`config.mk`:
```
export PLATFORM = sky130hd
export DESIGN_NAME = dphy_timing_calc
export DESIGN_NICKNAME = d
export VERILOG_FILES = /design/src/rtl/dphy_timing_pkg.sv /design/src/rtl/dphy_serial_divider.sv /design/src/rtl/dphy_timing_ctrl.sv /design/src/rtl/dphy_timing_datapath.sv /design/src/rtl/dphy_timing_calc.sv
export SDC_FILE = /design/constraint.sdc
export NUM_CORES = 1
export LEC_CHECK = 0
export BUFFER_PORTS_ARGS = -buffer_cell sky130_fd_sc_hd__buf_4
export CORE_ASPECT_RATIO = 2
export CORE_UTILIZATION = 45
export DETAILED_ROUTE_END_ITERATION = 12
export SYNTH_ARGS = -nofsm -noshare
export SYNTH_HDL_FRONTEND = slang
export SYNTH_SLANG_ARGS = --single-unit
```
`constraint.sdc`:
```
create_clock -name clk -period 13.8 [get_ports clk]
set_input_delay 1.38 -clock clk [delete_from_list [all_inputs] [get_ports clk]]
set_output_delay 1.38 -clock clk [all_outputs]
set_load 0.01 [all_outputs]
```
`src/rtl/dphy_timing_pkg.sv`:
```
package dphy_timing_pkg;

  localparam int NUM_DIVS = 4;

  // Affine numerators: quotient k = (rate * MUL + ADD) / divisor
  localparam int LPX_MUL     = 60;
  localparam int LPX_ADD     = 0;
  localparam int HSPREP_MUL  = 80;
  localparam int HSPREP_ADD  = 4000;
  localparam int HSZERO_MUL  = 170;
  localparam int HSZERO_ADD  = 10000;
  localparam int CLKPREP_MUL = 70;
  localparam int CLKPREP_ADD = 0;

  typedef enum logic [1:0] {
    DIV_LPX     = 2'd0,
    DIV_HSPREP  = 2'd1,
    DIV_HSZERO  = 2'd2,
    DIV_CLKPREP = 2'd3
  } divSel_e;

  typedef struct packed {
    logic    loadRate;
    logic    divStart;
    logic    capture;
    logic    pack;
    divSel_e sel;
  } ctrlStrobe_t;

endpackage

```
`src/rtl/dphy_serial_divider.sv`:
```
module dphy_serial_divider #(
  parameter int NUM_W   = 21,
  parameter int DIVISOR = 8000
) (
  input  logic             clk,
  input  logic             rstN,
  input  logic             start,
  input  logic [NUM_W-1:0] numer,
  output logic [NUM_W-1:0] quot,
  output logic             done
);

  localparam int DW  = $clog2(DIVISOR + 1);
  localparam int CNW = $clog2(NUM_W + 1);

  logic [DW-1:0]  remR;
  logic [NUM_W-1:0] quoR;
  logic [CNW-1:0] cntR;
  logic           runR;
  logic           doneR;

  logic [DW:0] shifted;
  logic [DW:0] trial;
  logic        fits;

  always_comb begin
    shifted = {remR, quoR[NUM_W-1]};
    trial   = shifted - (DW+1)'(DIVISOR);
    fits    = (shifted >= (DW+1)'(DIVISOR));
  end

  always_ff @(posedge clk) begin
    if (!rstN) begin
      remR  <= '0;
      quoR  <= '0;
      cntR  <= '0;
      runR  <= 1'b0;
      doneR <= 1'b0;
    end else if (start) begin
      remR  <= '0;
      quoR  <= numer;
      cntR  <= CNW'(NUM_W);
      runR  <= 1'b1;
      doneR <= 1'b0;
    end else if (runR) begin
      remR  <= fits ? trial[DW-1:0] : shifted[DW-1:0];
      quoR  <= {quoR[NUM_W-2:0], fits};
      cntR  <= cntR - CNW'(1);
      if (cntR == CNW'(1)) begin
        runR  <= 1'b0;
        doneR <= 1'b1;
      end
    end else begin
      doneR <= 1'b0;
    end
  end

  assign quot = quoR;
  assign done = doneR;

endmodule

```
`src/rtl/dphy_timing_ctrl.sv`:
```
module dphy_timing_ctrl
  import dphy_timing_pkg::*;
(
  input  logic        clk,
  input  logic        rstN,
  input  logic        start,
  input  logic        divDone,
  output ctrlStrobe_t strobe,
  output logic        busy,
  output logic        done
);

  typedef enum logic [2:0] {
    ST_IDLE  = 3'd0,
    ST_ISSUE = 3'd1,
    ST_WAIT  = 3'd2,
    ST_PACK  = 3'd3,
    ST_DONE  = 3'd4
  } state_e;

  state_e   stateR;
  logic [1:0] idxR;

  always_ff @(posedge clk) begin
    if (!rstN) begin
      stateR <= ST_IDLE;
      idxR   <= 2'd0;
    end else begin
      case (stateR)
        ST_IDLE: if (start) begin
          stateR <= ST_ISSUE;
          idxR   <= 2'd0;
        end
        ST_ISSUE: stateR <= ST_WAIT;
        ST_WAIT: if (divDone) begin
          if (idxR == 2'(NUM_DIVS - 1)) stateR <= ST_PACK;
          else begin
            idxR   <= idxR + 2'd1;
            stateR <= ST_ISSUE;
          end
        end
        ST_PACK: stateR <= ST_DONE;
        ST_DONE: stateR <= ST_IDLE;
        default: stateR <= ST_IDLE;
      endcase
    end
  end

  always_comb begin
    strobe          = '0;
    strobe.sel      = divSel_e'(idxR);
    strobe.loadRate = (stateR == ST_IDLE) && start;
    strobe.divStart = (stateR == ST_ISSUE);
    strobe.capture  = (stateR == ST_WAIT) && divDone;
    strobe.pack     = (stateR == ST_PACK);
  end

  assign busy = (stateR != ST_IDLE);
  assign done = (stateR == ST_DONE);

endmodule

```
`src/rtl/dphy_timing_datapath.sv`:
```
module dphy_timing_datapath
  import dphy_timing_pkg::*;
#(
  parameter int RATE_W  = 12,
  parameter int DIVISOR = 8000
) (
  input  logic              clk,
  input  logic              rstN,
  input  logic [RATE_W-1:0] rateMhz,
  input  ctrlStrobe_t       strobe,
  output logic              divDone,
  output logic              overflow,
  output logic [31:0]       word0,
  output logic [31:0]       word1,
  output logic [31:0]       word2,
  output logic [31:0]       word3
);

  localparam int NUM_W = RATE_W + 9;
  localparam int CW    = NUM_W + 3;

  logic [RATE_W-1:0] rateR;
  logic [NUM_W-1:0]  numer;
  logic [NUM_W-1:0]  divQuot;
  logic [NUM_W-1:0]  qR [NUM_DIVS];

  always_ff @(posedge clk) begin
    if (!rstN) rateR <= '0;
    else if (strobe.loadRate) rateR <= rateMhz;
  end

  always_comb begin
    case (strobe.sel)
      DIV_LPX:     numer = NUM_W'(rateR) * NUM_W'(LPX_MUL)     + NUM_W'(LPX_ADD);
      DIV_HSPREP:  numer = NUM_W'(rateR) * NUM_W'(HSPREP_MUL)  + NUM_W'(HSPREP_ADD);
      DIV_HSZERO:  numer = NUM_W'(rateR) * NUM_W'(HSZERO_MUL)  + NUM_W'(HSZERO_ADD);
      default:     numer = NUM_W'(rateR) * NUM_W'(CLKPREP_MUL) + NUM_W'(CLKPREP_ADD);
    endcase
  end

  dphy_serial_divider #(
    .NUM_W  (NUM_W),
    .DIVISOR(DIVISOR)
  ) div_i (
    .clk  (clk),
    .rstN (rstN),
    .start(strobe.divStart),
    .numer(numer),
    .quot (divQuot),
    .done (divDone)
  );

  for (genvar g = 0; g < NUM_DIVS; g++) begin : gSlot
    always_ff @(posedge clk) begin
      if (!rstN) qR[g] <= '0;
      else if (strobe.capture && (strobe.sel == divSel_e'(g))) qR[g] <= divQuot;
    end
  end

  // Derived counts
  logic [CW-1:0] lpx, hsPrep, hsZero, hsTrail;
  logic [CW-1:0] taGo, taSure, taGet, hsExit;
  logic [CW-1:0] clkPrep, clkPost, clkTrail, clkZero, clkExit;
  logic          zeroNeg;
  logic          anyBig;

  always_comb begin
    lpx      = CW'(qR[0]) + CW'(1);
    hsPrep   = CW'(qR[1]);
    zeroNeg  = (CW'(qR[2]) + CW'(1)) < hsPrep;
    hsZero   = CW'(qR[2]) + CW'(1) - hsPrep;
    hsTrail  = hsPrep + CW'(1);
    taGo     = (lpx << 2) - CW'(2);
    taSure   = lpx + CW'(2);
    taGet    = lpx << 2;
    hsExit   = (lpx << 1) + CW'(1);
    clkPrep  = CW'(qR[3]);
    clkPost  = clkPrep + CW'(8);
    clkTrail = clkPrep;
    clkZero  = clkTrail << 2;
    clkExit  = clkTrail << 1;
    anyBig   = (lpx > CW'(255)) || (hsPrep > CW'(255)) || (hsZero > CW'(255)) ||
               (hsTrail > CW'(255)) || (taGo > CW'(255)) || (taSure > CW'(255)) ||
               (taGet > CW'(255)) || (hsExit > CW'(255)) || (clkPost > CW'(255)) ||
               (clkZero > CW'(255)) || (clkExit > CW'(255));
  end

  always_ff @(posedge clk) begin
    if (!rstN) begin
      word0    <= '0;
      word1    <= '0;
      word2    <= '0;
      word3    <= '0;
      overflow <= 1'b0;
    end else if (strobe.pack) begin
      word0    <= {hsTrail[7:0], hsZero[7:0], hsPrep[7:0], lpx[7:0]};
      word1    <= {hsExit[7:0], taGet[7:0], taSure[7:0], taGo[7:0]};
      word2    <= {clkTrail[7:0], clkZero[7:0], 8'd1, 8'd0};
      word3    <= {8'd0, clkExit[7:0], clkPost[7:0], clkPrep[7:0]};
      overflow <= anyBig || zeroNeg;
    end
  end

endmodule

```
`src/rtl/dphy_timing_calc.sv`:
```
module dphy_timing_calc
  import dphy_timing_pkg::*;
#(
  parameter int RATE_W  = 12,
  parameter int DIVISOR = 8000
) (
  input  logic              clk,
  input  logic              rstN,
  input  logic              start,
  input  logic [RATE_W-1:0] rateMhz,
  output logic              busy,
  output logic              done,
  output logic              overflow,
  output logic [31:0]       timingWord0,
  output logic [31:0]       timingWord1,
  output logic [31:0]       timingWord2,
  output logic [31:0]       timingWord3
);

  ctrlStrobe_t strobe;
  logic        divDone;

  dphy_timing_ctrl ctrl_i (
    .clk    (clk),
    .rstN   (rstN),
    .start  (start),
    .divDone(divDone),
    .strobe (strobe),
    .busy   (busy),
    .done   (done)
  );

  dphy_timing_datapath #(
    .RATE_W (RATE_W),
    .DIVISOR(DIVISOR)
  ) dp_i (
    .clk     (clk),
    .rstN    (rstN),
    .rateMhz (rateMhz),
    .strobe  (strobe),
    .divDone (divDone),
    .overflow(overflow),
    .word0   (timingWord0),
    .word1   (timingWord1),
    .word2   (timingWord2),
    .word3   (timingWord3)
  );

endmodule

```
-- After elaboration in Yosys (flattened, before gate mapping)
Memories as Yosys holds them, arrays and structs flattened.
Cells that the tools add are included.
- bits in read-only memories: 0
- memories: 1
- register bits after elaboration: 159
- logic and storage cells: 122
- latch bits: 0
- output and inout bits: 131
- memory bits (writable): 84
- input port bits: 15
- divide/modulo/power cells: 0
- reduce and logical (&&, ||, !) cells: 26
- bitwise logic cells: 6
- $mul: 4
- multiplexer cells: 34
- add/sub/neg operators: 13
- magnitude comparators: 13
- equal/unequal tests: 11
- shifts and indexed selects: 0
- memory list (name ; depth ; bits a word ; read ports ; clocked after memory_dff ; wr ports ; line ; RTL):
    dp_i.qR ; 4 ; 21 ; 4 ; 0 ; 4 ; dphy_timing_datapath.sv:25 ; logic [NUM_W-1:0] qR [NUM_DIVS];
- operators by type and width (operator ; count):
    24-bit by 8-bit > comparator with 1-bit output, second input constant ; 8
    21-bit two-way mux ; 6
    21-bit by 1-bit adder with 22-bit output, second input constant ; 3
    21-bit case mux with 3 select lines ; 1
    24-bit by 1-bit adder with 24-bit output, second input constant ; 1
    24-bit by 2-bit adder with 24-bit output, second input constant ; 1
    24-bit by 21-bit < comparator with 1-bit output ; 1
    24-bit by 2-bit subtractor with 24-bit output, second input constant ; 1
    24-bit by 21-bit subtractor with 24-bit output ; 1
    23-bit by 8-bit > comparator with 1-bit output, second input constant ; 1
    21-bit by 4-bit adder with 22-bit output, second input constant ; 1
    22-bit by 8-bit > comparator with 1-bit output, second input constant ; 1
    20-bit by 14-bit adder with 21-bit output, second input constant ; 1
    21-bit by 8-bit > comparator with 1-bit output, second input constant ; 1
    19-bit by 12-bit adder with 20-bit output, second input constant ; 1
    12-bit by 7-bit multiplier with 19-bit output, second input constant ; 1
    12-bit by 6-bit multiplier with 18-bit output, second input constant ; 1
    12-bit by 4-bit multiplier with 16-bit output, second input constant ; 1
    1-bit two-way mux ; 16
    12-bit by 3-bit multiplier with 15-bit output, second input constant ; 1
    14-bit by 13-bit greater-or-equal comparator with 1-bit output, second input constant ; 1
    13-bit two-way mux ; 1
    13-bit subtractor, second input constant ; 1
    3-bit case mux with 4 select lines ; 1
    26 further kinds ; 54

-- Longest topological paths before layout
An unclocked memory read counts as a cell.
- depth after elaboration: 14
- gate-level depth with buffers: 20
- gate-level depth less buffers: 18

-- Modules after synthesis
A second synthesis with hierarchy kept.
- cells, all modules: 1868
- area, all modules: 16966.3 um2
- by module, submodules not included (module ; area an instance (um2) ; instances ; sequential area each (um2) ; cells an instance):
    dphy_timing_datapath ; 14662.8 ; 1 ; 3963.8 ; 1613
    dphy_serial_divider ; 2010.7 ; 1 ; 820.8 ; 221
    dphy_timing_ctrl ; 292.8 ; 1 ; 100.1 ; 34

-- Worst setup path before layout
Ideal clock, no wire load.
- path type: register to register
- start: register dp_i.rateR[1]
- end: register dp_i.div_i.quoR[17] (netlist: dp_i.div_i.quot[17])
- clock period less this slack: 4805 ps
- required time: 13669 ps
- cell stages (with the launch flop): 19
- setup time: 131 ps
- data arrival time: 4674 ps
- path slack: 8995 ps
- buffers on the path: 0
- cell sequence: dfxtp_1 ha_1 inv_1 fa_1 inv_1 ha_1 inv_1 fa_1 inv_1 ha_1 o21ai_0 a21o_1 nor4bb_1 a2111oi_1 a211oi_1 o2111ai_1 xnor2_1 a221oi_1 a21oi_1
- cells in the longest elaborated chain, start to end: 4
- elaborated cells between the ends (all ways): 8
- those cells by class: add/sub (2); mul (4); mux (2)
- ends and longest elaborated chain (element ; line ; RTL):
    start, declared ; dphy_timing_datapath.sv:22 ; logic [RATE_W-1:0] rateR;
    start signal, assigned ; dphy_timing_datapath.sv:29 ; else if (strobe.loadRate) rateR <= rateMhz;
    12-bit by 7-bit multiplier with 19-bit output / 12-bit by 3-bit multiplier with 15-bit output (equally long branches) ; dphy_timing_datapath.sv:36, dphy_timing_datapath.sv:35 ;
    20-bit by 14-bit adder with 21-bit output / 19-bit by 12-bit adder with 20-bit output (equally long branches) ; dphy_timing_datapath.sv:36, dphy_timing_datapath.sv:35 ;
    21-bit case mux with 3 select lines (*) ; dphy_timing_datapath.sv:33 ; case (strobe.sel)
    21-bit two-way mux (*) ; dphy_serial_divider.sv:39 ; end else if (start) begin
    end signal, assigned ; dphy_serial_divider.sv:41 ; quoR <= numer;
    end signal, assigned ; dphy_serial_divider.sv:47 ; quoR <= {quoR[NUM_W-2:0], fits};
    end, declared ; dphy_serial_divider.sv:17 ; logic [NUM_W-1:0] quoR;
Every way passes the cells marked *; elsewhere a longest branch is shown, timed or not.
A chain may end at the register's enable or synchronous reset.

-- Worst setup path in the final report
- start: register dp_i.rateR[2]
- end: register dp_i.div_i.quoR[17] (netlist: dp_i.div_i.quot[17])
Same word-level chain as after synthesis.

==> results.toml <==
[status]
status = "finished, violations left"
violations = "design-rule violations"

[sta]
finalSetupViolations = 0
fin_skew_ns = 0.0164
max_slew.worst_pin.slew_ns = 1.14
period_needed_ns = 5.41
clock.fmax_mhz = 185
relSlewSlack_pct = 23.9
slew_violations = 0
tns_ns = 0
rsz0062_at_grt = "false"
period_share_pct = 39.2
final_hold_viol_count = 0

[yosys]
synth.avg_cell_area_um2 = 8.73
netlist_area_um2 = 16700
netlist-cell-type-count = 84
synth_edf_count = 84
synth_fa_ha_area_share_pct = 16.7
synthArstFlopShare_pct = 0
synthCells = 1918
synth_top_family_by_area = "simple AND/OR/NAND/NOR gates"
synth_compound_area_share_pct = 16.0
ys_seq_elements = 202
synth_mux_area_share_pct = 2.58
synthFlopType = "dfxtp_1"
synthSimpleGateAreaFrac_pct = 20.1
synth_warnings = 0
ys_seq_area_share_pct = 29.2
synthXorXnorAreaFrac_pct = 6.59

[critical_path]
worstSetupEndpointType = "flip-flop"
max_stage_delay_ns = 0.81
rrSetupSlack_ns = 8.39
critical-path-slowest-cell = "a2111oi_1"
cpMostUsedCell = "inv_1"
ff2ff_path_depth = 18
worstSetupPathType = "flip-flop to flip-flop"
reg2reg_to = "dp_i.div_i.quot[17]$_SDFFE_PN0P_"
crit_chain = "ha_1, inv_1, fa_1, inv_1, ha_1, inv_1, fa_1, inv_1, ha_1, o21ai_0, a21o_1, nor4bb_1, a2111oi_1, a211oi_1, o2111ai_1, xnor2_1, a221oi_1, a21oi_1"
critPathLaunchType = "flip-flop"
crit_required_ns = 14.18
worst_ep_arrival_time_ns = 5.79
r2r_start = "dp_i.rateR[2]$_SDFFE_PN0P_"
crit_path_max_fanout = 10

[layout]
n_antenna_cell = 0
regArea_um2 = 4890
final_nets = 2171
drive_gt1_share_pct = 10.5
area_delta_synth_final_pct = 9.76
fillers = 3494
multi_input_area_um2 = 10500
final_core_util_pct = 50.3

[global_routing]
gr-usage-met3_pct = 1.98
met1_usage_pct = 21.3
antenna_found_initial = 0
grt_pass1_wl_um = 72900
gr-usage-all-layers_pct = 24.9
grt_max_degree = 76
grt_pass1_vias = 13705
gr-total-overflow = 0
grt-busiest-layer = "met2"
grtUsageMet2_pct = 53.0

[pwr]
p_leak_nw = 8.10
clkPwrFrac_pct = 33.8
peakVddDrop_v = 0.0000948
switchingPower_mw = 0.572
intPower_mw = 1.17
seqPwrFrac_pct = 39.0
p_sw_share_pct = 32.8
pwr-share-comb_pct = 27.3
p_per_area_nw_per_um2 = 95.0

[placed_design]
portBuffers = 116
dp_hpwl_um = 38500
gp_congestion = 0.986

[min_path]
hold_path_class = "flip-flop to flip-flop"
worst_hold_startpoint = "dp_i.div_i.remR[12]$_SDFFE_PP0P_"
min_path_cells = 2
hold_path_end = "dp_i.div_i.remR[12]$_SDFFE_PP0P_"

[routing]
wl_um = 47700
via_per_inst = 5.61
drt_pass1_iterations = 10
drt_iter0_markers = 614
via_count = 13645
drc = 18
wire_per_inst_um = 19.6
postRouteAntennaNets = 0

[clock_tree]
postCtsSetupBuffers = 0
clk_latency_ns = 0.52
cts_hold_buf = 0
path_clk_slew_ns = 0.07
cts_resized = 0
root_buffer = "clkbuf_16"
cts_tree = "done"
clk_path_buf_depth = 3
cts_buffers = 21
cts_max_level = 1
clock_sinks = 202

[floorplanning]
row_count = 99
fp.dieH_um = 275
dieWidth_um = 138
start_util_pct = 45.8
die-area_um2 = 38000
core-area_um2 = 36500
num_io_pins = 146

[job]
maxCapViolCount = 0
-- flip-flops by register name, summed over array words and instances (netlist names), 6 cells and up --
register         count
dp_i.word0          32
dp_i.word1          13
dp_i.word3           6
dp_i.rateR          12
dp_i.div_i.quot     21
dp_i.qR             84
dp_i.word2           8
dp_i.div_i.remR     13
-- cell usage in the layout (no fill, tap or decap), types with 13 or more instances in the layout --
master and n:
inv_1 181, nand2_1 181, ha_1 145, buf_4 136
dfxtp_1 117, and2_1 104, xnor2_1 93, nor2_1 90
edfxtp_1 84, a21oi_1 71, o21ai_0 60, nand3_1 54
fa_1 49, a21boi_0 44, nor3_1 42, xor2_1 33
mux2i_1 33, and3_1 29, conb_1 29, a211oi_1 27
nand4_1 25, a21o_1 25, nor4_1 22, o211a_1 21
clkbuf_16 21, or3_1 18, nand2b_1 15, o211ai_1 15
nor2b_1 13, o21a_1 13
-- worst max-delay path by stage --
stage,from,end,slack (ns)
detailed placement,dp_i.rateR[2]$_SDFFE_PN0P_,dp_i.div_i.quot[17]$_SDFFE_PN0P_,8.43
global placement,dp_i.rateR[5]$_SDFFE_PN0P_,dp_i.div_i.quot[17]$_SDFFE_PN0P_,8.49
global route,dp_i.rateR[5]$_SDFFE_PN0P_,dp_i.div_i.quot[15]$_SDFFE_PN0P_,8.02
floorplan,dp_i.rateR[1]$_SDFFE_PN0P_,dp_i.div_i.quot[17]$_SDFFE_PN0P_,8.99
finish,dp_i.rateR[2]$_SDFFE_PN0P_,dp_i.div_i.quot[17]$_SDFFE_PN0P_,8.39
CTS,dp_i.rateR[2]$_SDFFE_PN0P_,dp_i.div_i.quot[17]$_SDFFE_PN0P_,8.37
-- power groups by stage --
stage | logic, mW | clock network, mW | registers, mW
4_1_cts | 0.476 | 0.604 | 0.680
3_3_place_gp | 0.469 | 0 | 0.693
5_1_grt | 0.526 | 0.627 | 0.685
3_5_place_dp | 0.473 | 0 | 0.694
6_report | 0.476 | 0.589 | 0.680
2_1_floorplan | 0.352 | 0 | 0.681
-- per-layer routing --
layer	vias to the layer above	routed length [um]	part of all wire [%]
met2	257	28100	59
li1	6713	-	-
met4	0	3180	6.7
met1	6541	15500	32
met5	-	0	0
met3	134	958	2.0
-- critical path: cells and delay by family (launching register included) --
family                     cells  cell delay, ns
and+or+nand+nor                1            0.13
DFF                            1            0.63
buffers and inverters          4            0.24
adders and majority gates      5            1.95
AOI/OAI and AO/OA              7            2.21
xor gates and xnor gates       1            0.09
-- kinds of logic (layout without fill, tap and decap cells) --
logic type,Yosys count,in the layout
AND/OR/NAND/NOR,647,647
AO/OA/AOI/OAI,382,382
buffers and inverters,324,355
flip-flops,202,202
adder cells (fa/ha/maj),194,194
XOR/XNOR,126,126
multiplexers,42,42
other,1,29
-- synth_stat cells (all sizes together) (19+ instances only) --
library cell | count | area share, %
o21ai | 64 | 1.9
nand3 | 56 | 1.7
nor4 | 24 | 1.0
o211a | 21 | 1.3
nor2 | 91 | 2.0
fa | 49 | 5.9
or3 | 19 | 0.74
a211oi | 27 | 1.2
nand4 | 26 | 1.0
edfxtp | 84 | 15
dfxtp | 118 | 14
clkbuf | 65 | 1.5
and3 | 29 | 1.1
xor2 | 33 | 1.7
and2 | 104 | 3.9
a21o | 25 | 1.1
inv | 181 | 4.1
nand2 | 181 | 4.1
mux2i | 33 | 2.0
a21oi | 72 | 2.2
a21boi | 44 | 2.0
ha | 145 | 11
xnor2 | 93 | 4.9
nor3 | 43 | 1.3
buf | 78 | 3.3
-- through the flow --
step | std cells | setup WS (ns) | power (mW) | hold WS [ns] | instance area (um2)
2_1_floorplan | 1946 | 8.99 | 1.03 | 0.431 | 16800
3_3_place_gp | 2393 | 8.49 | 1.16 | 0.445 | 17700
3_5_place_dp | 2393 | 8.43 | 1.17 | 0.449 | 17700
4_1_cts | 2431 | 8.37 | 1.76 | 0.458 | 18400
5_1_grt | 2431 | 8.02 | 1.84 | 0.469 | 18400
6_report | 2431 | 8.39 | 1.75 | 0.464 | 18400
-- area by class of cell --
type                            count  area share, %
Timing Repair Buffer              136           5.56
Inverter                          181           3.70
Tap cell                          454           3.09
Multi-Input combinational cell   1420           57.2
Sequential cell                   202           26.6
Clock inverter                     12          0.742
Clock buffer                       26           3.13
Power figures use the tool's default switching activity.
